## src/rtl/lmb_pkg.sv

```systemverilog
package lmb_pkg;

  typedef enum logic {
    MODE_111 = 1'b0,
    MODE_22  = 1'b1
  } sram_mode_e;

  // Second-level cache request-to-data latency, both modes.
  localparam int L2_LAT   = 3;
  // Alignment stages after the response in the fast mode.
  localparam int BASE_RET = 4;

  function automatic int ret_stages(input sram_mode_e m);
    return BASE_RET + ((m == MODE_22) ? 1 : 0);
  endfunction

endpackage

```

## src/rtl/lmb_queue.sv

```systemverilog
module lmb_queue #(
  parameter int DEPTH = 8,
  parameter int RW    = 5,
  parameter int AW    = 32
) (
  input  logic          clk,
  input  logic          rst_n,
  input  logic          push_i,
  input  logic [RW-1:0] push_reg_i,
  input  logic [AW-1:0] push_addr_i,
  output logic          issue_o,
  output logic [AW-1:0] issue_addr_o,
  input  logic          retire_i,
  output logic [RW-1:0] retire_reg_o,
  output logic          full_o
);

  localparam int PW = (DEPTH > 1) ? $clog2(DEPTH) : 1;
  localparam int CW = $clog2(DEPTH + 1);

  logic [RW-1:0] reg_mem  [DEPTH];
  logic [AW-1:0] addr_mem [DEPTH];

  logic [PW-1:0] wr_q, wr_d, iss_q, iss_d, ret_q, ret_d;
  logic [CW-1:0] occ_q, occ_d, uns_q, uns_d;

  function automatic logic [PW-1:0] bump(input logic [PW-1:0] p);
    return (p == PW'(DEPTH - 1)) ? '0 : p + 1'b1;
  endfunction

  assign issue_o      = (uns_q != '0);
  assign issue_addr_o = addr_mem[iss_q];
  assign retire_reg_o = reg_mem[ret_q];
  assign full_o       = (occ_q == CW'(DEPTH));

  always_comb begin
    wr_d  = push_i   ? bump(wr_q)  : wr_q;
    iss_d = issue_o  ? bump(iss_q) : iss_q;
    ret_d = retire_i ? bump(ret_q) : ret_q;
    occ_d = occ_q + CW'(push_i) - CW'(retire_i);
    uns_d = uns_q + CW'(push_i) - CW'(issue_o);
  end

  always_ff @(posedge clk or negedge rst_n) begin
    if (!rst_n) begin
      wr_q  <= '0;
      iss_q <= '0;
      ret_q <= '0;
      occ_q <= '0;
      uns_q <= '0;
    end else begin
      wr_q  <= wr_d;
      iss_q <= iss_d;
      ret_q <= ret_d;
      occ_q <= occ_d;
      uns_q <= uns_d;
    end
  end

  always_ff @(posedge clk) begin
    if (push_i) begin
      reg_mem[wr_q]  <= push_reg_i;
      addr_mem[wr_q] <= push_addr_i;
    end
  end

endmodule

```

## src/rtl/lmb_scoreboard.sv

```systemverilog
module lmb_scoreboard #(
  parameter int NREG = 32,
  parameter int RW   = 5
) (
  input  logic            clk,
  input  logic            rst_n,
  input  logic            set_i,
  input  logic [RW-1:0]   set_reg_i,
  input  logic            clr_i,
  input  logic [RW-1:0]   clr_reg_i,
  output logic [NREG-1:0] live_o
);

  logic [NREG-1:0] pend_q, pend_d, set_mask, clr_mask;

  always_comb begin
    set_mask = '0;
    clr_mask = '0;
    if (set_i) set_mask[set_reg_i] = 1'b1;
    if (clr_i) clr_mask[clr_reg_i] = 1'b1;
    live_o = pend_q & ~clr_mask;
    pend_d = live_o | set_mask;
  end

  always_ff @(posedge clk or negedge rst_n) begin
    if (!rst_n) pend_q <= '0;
    else        pend_q <= pend_d;
  end

endmodule

```

## src/rtl/lmb_return_pipe.sv

```systemverilog
module lmb_return_pipe #(
  parameter int STAGES = 4,
  parameter int DW     = 64
) (
  input  logic          clk,
  input  logic          rst_n,
  input  logic          in_valid,
  input  logic [DW-1:0] in_data,
  output logic          out_valid,
  output logic [DW-1:0] out_data
);

  for (genvar g = 0; g < STAGES; g++) begin : g_stg
    logic          v_in, v_q;
    logic [DW-1:0] d_in, d_q;

    if (g == 0) begin : g_head
      assign v_in = in_valid;
      assign d_in = in_data;
    end else begin : g_body
      assign v_in = g_stg[g-1].v_q;
      assign d_in = g_stg[g-1].d_q;
    end

    always_ff @(posedge clk or negedge rst_n) begin
      if (!rst_n) v_q <= 1'b0;
      else        v_q <= v_in;
    end

    always_ff @(posedge clk) begin
      if (v_in) d_q <= d_in;
    end
  end

  assign out_valid = g_stg[STAGES-1].v_q;
  assign out_data  = g_stg[STAGES-1].d_q;

endmodule

```

## src/rtl/lmb_miss_buffer.sv

```systemverilog
module lmb_miss_buffer #(
  parameter int                 DEPTH = 8,
  parameter int                 NREG  = 32,
  parameter int                 AW    = 32,
  parameter int                 DW    = 64,
  parameter lmb_pkg::sram_mode_e MODE = lmb_pkg::MODE_111,
  localparam int                RW    = $clog2(NREG)
) (
  input  logic          clk,
  input  logic          rst_n,
  input  logic          miss_valid,
  input  logic [RW-1:0] miss_reg,
  input  logic [AW-1:0] miss_addr,
  input  logic          use_rs1_en,
  input  logic [RW-1:0] use_rs1,
  input  logic          use_rs2_en,
  input  logic [RW-1:0] use_rs2,
  output logic          stall,
  output logic          l2_req_valid,
  output logic [AW-1:0] l2_req_addr,
  input  logic          l2_resp_valid,
  input  logic [DW-1:0] l2_resp_data,
  output logic          wb_valid,
  output logic [RW-1:0] wb_reg,
  output logic [DW-1:0] wb_data
);

  localparam int RET_STAGES = lmb_pkg::ret_stages(MODE);

  logic            full, accept, hazard, blocked;
  logic [NREG-1:0] live;

  // Hazard uses the scoreboard after this cycle's write-back clear.
  always_comb begin
    hazard  = (use_rs1_en & live[use_rs1])
            | (use_rs2_en & live[use_rs2])
            | (miss_valid & live[miss_reg]);
    blocked = miss_valid & full & ~wb_valid;
    stall   = hazard | blocked;
    accept  = miss_valid & ~stall;
  end

  lmb_queue #(.DEPTH(DEPTH), .RW(RW), .AW(AW)) u_queue (
    .clk          (clk),
    .rst_n        (rst_n),
    .push_i       (accept),
    .push_reg_i   (miss_reg),
    .push_addr_i  (miss_addr),
    .issue_o      (l2_req_valid),
    .issue_addr_o (l2_req_addr),
    .retire_i     (wb_valid),
    .retire_reg_o (wb_reg),
    .full_o       (full)
  );

  lmb_scoreboard #(.NREG(NREG), .RW(RW)) u_score (
    .clk       (clk),
    .rst_n     (rst_n),
    .set_i     (accept),
    .set_reg_i (miss_reg),
    .clr_i     (wb_valid),
    .clr_reg_i (wb_reg),
    .live_o    (live)
  );

  lmb_return_pipe #(.STAGES(RET_STAGES), .DW(DW)) u_ret (
    .clk       (clk),
    .rst_n     (rst_n),
    .in_valid  (l2_resp_valid),
    .in_data   (l2_resp_data),
    .out_valid (wb_valid),
    .out_data  (wb_data)
  );

endmodule

```

## config.mk

```make
export PLATFORM = sky130hd
export DESIGN_NAME = lmb_miss_buffer
export DESIGN_NICKNAME = d
export VERILOG_FILES = /design/src/rtl/lmb_pkg.sv /design/src/rtl/lmb_queue.sv /design/src/rtl/lmb_scoreboard.sv /design/src/rtl/lmb_return_pipe.sv /design/src/rtl/lmb_miss_buffer.sv
export SDC_FILE = /design/constraint.sdc
export NUM_CORES = 1
export LEC_CHECK = 0
export CAP_MARGIN = 30
export CORE_ASPECT_RATIO = 1.25
export CORE_UTILIZATION = 55
export DETAILED_ROUTE_END_ITERATION = 16
export DONT_BUFFER_PORTS = 1
export PLACE_DENSITY = 0.7
export SYNTH_ARGS = -nofsm -noshare
export SYNTH_HDL_FRONTEND = slang
export SYNTH_HIERARCHICAL = 1
export SYNTH_SLANG_ARGS = --single-unit
```

## constraint.sdc

```tcl
create_clock -name clk -period 14.9 [get_ports clk]
set_input_delay 1.49 -clock clk [delete_from_list [all_inputs] [get_ports clk]]
set_output_delay 1.49 -clock clk [all_outputs]
set_load 0.005 [all_outputs]
```

==> run_results.csv <==
group,metric,value,unit
outcome,status,"finished, final reports clean",
final_layout,drive_above_1_share,23.76,%
drt,vias,9202,
worst_setup_path,path_cells,"mux4_2 > mux2_2 > or3b_1 > o21a_1 > mux4_1 > mux2_2 > o311ai_2 > nand4_1",
pwr,power.leakage,8.245,nW
synthesis,synth_cell_types,43,
clock_tree,cts_root_buf,"clkbuf_16",
clock_tree,cts_tree,"done",
synthesis,synth_top_area_share,74.54,%
final_layout,fillers,2685,
drt,wl,37280,um
synthesis,synth_xor_area_share,0.1576,%
final_layout,utilization,61.86,%
worst_setup_path,cp_data_arrival_time,4.44,ns
synthesis,muxShareOfSynthArea,12.81,%
sta,worst-slew-pin-transition,0.9519,ns
grt,grt_use_met2,31.03,%
drt,wl_per_cell,23.90,um
clock_tree,cts.path.max_buffers,3,
final_layout,stdcell_area,24750,sq um
synthesis,synth_top_family_by_area,"multiplexers",
min_path,hp-class,"register to register",
min_path,hold_depth,0,
floorplanning,die_w,181.8,um
clock_tree,cts_buffers,55,
sta,rsz0062_at_grt,"no",
drt,dr.first_iter.drc_count,611,
grt,grt_pass1_vias,9610,
sta,min_period_over_period,39.77,%
floorplanning,die-area,41240,sq um
synthesis,synth_compound_area_share,2.701,%
sta,drv_slew,0,
synthesis,syn_area,22240,sq um
pwr,power_density,180.7,nW/um^2
grt,grt.overflow.total,0,
floorplanning,core-area,40010,sq um
grt,gr-max-usage-layer,"met2",
final_layout,mostFrequentLayoutCell,"edfxtp_1",
pwr,power.total,0.004472,W
floorplanning,rows,82,
grt,use_met3,7.131,%
synthesis,synthTopCellsByArea,"edfxtp_1 75%, mux4_2 8.8%, dfrtp_1 6.0%, mux2_2 2.5%, o21a_1 1.1%",
flow_run,maxCapViolCount,0,
clock_tree,clock_sinks,605,
worst_setup_path,path_max_fanout,13,
clock_tree,clock_latency,0.59,ns
synthesis,synthCells,971,
grt,grt_first_pass_wirelength,56860,um
drt,avgViaCountPerCell,5.899,
grt,grt.total_usage,18.66,%
synthesis,async_flop_share,8.760,%
drt,ant_nets,0,
sta,finalSetupViolations,0,
synthesis,syn_avg_cell_area,22.90,sq um
final_layout,nNetsFinal,1144,
synthesis,yosys_most_used_dff,"edfxtp_1",
worst_setup_path,crit_type,"register to output port",
synthesis,ys_seq_elements,605,
worst_setup_path,crit_path_top_delay_cell,"dfrtp_1",
clock_tree,h-tree-depth,2,
grt,grt_max_degree,66,
sta,fin_crit,5.926,ns
sta,fmax,0.1688,GHz
placement,place_congestion,0.8336,
placement,placed_area,22830,sq um
pwr,ir_worst_vdd,0.1436,mV
clock_tree,postCtsSetupBuffers,0,
clock_tree,cts_resized,0,
synthesis,yosys.area.top_type,"edfxtp_1",
floorplanning,dieHeight,226.8,um
synthesis,synthSimpleGateAreaFrac,1.564,%
drt,route.detailed.drc,0,
synthesis,ys_seq_area_share,80.51,%
worst_setup_path,critical_path.startpoint_type,"register",
floorplanning,floorplan.initialDensity,55.57,%
worst_setup_path,endpoint_kind,"output port",
placement,hpwl,22220,um
grt,antenna_found_initial,6,
final_layout,final_cell_mix,"552 x edfxtp_1, 87 x mux4_2, 55 x clkbuf_16, 49 x mux2_2, 47 x dfrtp_1",
worst_setup_path,r2r_cells,11,
sta,whs,0.3946,ns
clock_tree,clk_pin_slew,0.07,ns
sta,relSlewSlack,36.54,%
sta,hold_viol_final,0,
worst_setup_path,required,13.41,ns
synthesis,syn_nets,1106,
worst_setup_path,rrSetupSlack,9.31,ns
worst_setup_path,path_common_cell,"mux2_2",
grt,use_met1,22.48,%
sta,fin_worst_skew,0.02742,ns
synthesis,synthAdderAreaFrac,1.080,%
sta,final.setup.tns,0,ns
synthesis,ys_warn_count,6,
final_layout,syn2layout_area_growth,11.31,%
clock_tree,hold_buffers,0,
worst_setup_path,cpPeakStageDelay,0.82,ns
placement,io_buffers,0,
synthesis,synth_edf_count,552,
floorplanning,io_pins,221,
drt,first_pass_iters,5,
flip-flops by register name (all words and copies together) (netlist names):
register	cells
u_queue/addr_mem	256
u_ret/g_stg.d_q	192
u_ret/out_data	64
u_queue/reg_mem	40
u_score/pend_q	32
u_queue/occ_q	4
u_queue/uns_q	4
u_queue/iss_q	3
u_queue/ret_q	3
u_queue/wr_q	3
u_ret/g_stg.v_q	3
u_ret/out_valid	1
synth_stat cells, types with 7 or more instances:
cell type and count:
mux2i_1 10, inv_1 18, nand2_1 7, edfxtp_1 552, mux2_2 49, dfrtp_1 53
nor2_1 11, o21bai_1 32, o21a_1 32, nand3b_1 12, clkbuf_1 9, mux4_1 9
mux4_2 87, ha_1 16, buf_2 12
cell families (layout without fill, tap and decap cells):
family / after synthesis / count (layout)
compound gates: 81 / 81
xor+xnor: 4 / 4
fa+ha+maj: 18 / 18
buf+inv: 50 / 131
flops: 605 / 605
mux: 155 / 155
other cells: 0 / 4
simple gates: 58 / 58
metrics by stage:
step | setup WS [ns] | instances
5_1_grt | 8.780 | 1557
3_3_place_gp | 9.351 | 1456
2_1_floorplan | 8.101 | 971
4_1_cts | 8.940 | 1556
6_report | 8.974 | 1560
3_5_place_dp | 9.280 | 1456
critical path, delay by kind of cell (launching register included):
family	cells	cell delay [ns]
AND/OR/NAND/NOR	2	0.79
AO/OA/AOI/OAI	2	0.53
flip-flops	1	0.82
multiplexers	4	1.72
worst paths after layout:
kind                                                  start                          endpoint
min                        u_ret/g_stg[2].d_q[50]$_DFFE_PP_      u_ret/out_data[50]$_DFFE_PP_
max                            u_queue/ret_q[0]$_DFFE_PN0P_                             stall
max reg2reg                    u_queue/ret_q[0]$_DFFE_PN0P_  u_queue/addr_mem[0][2]$_DFFE_PP_
max in group asynchronous                             rst_n      u_queue/iss_q[0]$_DFFE_PN0N_
min in group asynchronous                             rst_n        u_queue/occ_q[1]$_DFF_PN0_
min reg2reg                u_ret/g_stg[2].d_q[50]$_DFFE_PP_      u_ret/out_data[50]$_DFFE_PP_
power by group:
group          switching (W)  internal (W)
registers           0.000124       0.00205
logic               0.000401      0.000440
clock network       0.000587      0.000873
total                0.00111       0.00336
cell type report:
type / count / area, sq um / area share (%)
Clock inverter: 34 / 489.2 / 1.977
Timing Repair Buffer: 13 / 97.59 / 0.3943
Clock buffer: 66 / 1418 / 5.727
Sequential cell: 605 / 17910 / 72.37
Antenna cell: 4 / 10.01 / 0.04044
Tap cell: 504 / 630.6 / 2.548
Multi-Input combinational cell: 316 / 4126 / 16.67
Inverter: 18 / 67.56 / 0.2730
metal layers:
| metal | wire (um) | vias to the layer above |
|---|---|---|
| met3 | 3737 | 62 |
| met2 | 18850 | 329 |
| li1 | - | 4074 |
| met5 | 22 | - |
| met4 | 793 | 4 |
| met1 | 13880 | 4733 |
(Power assumes the default switching activity.)
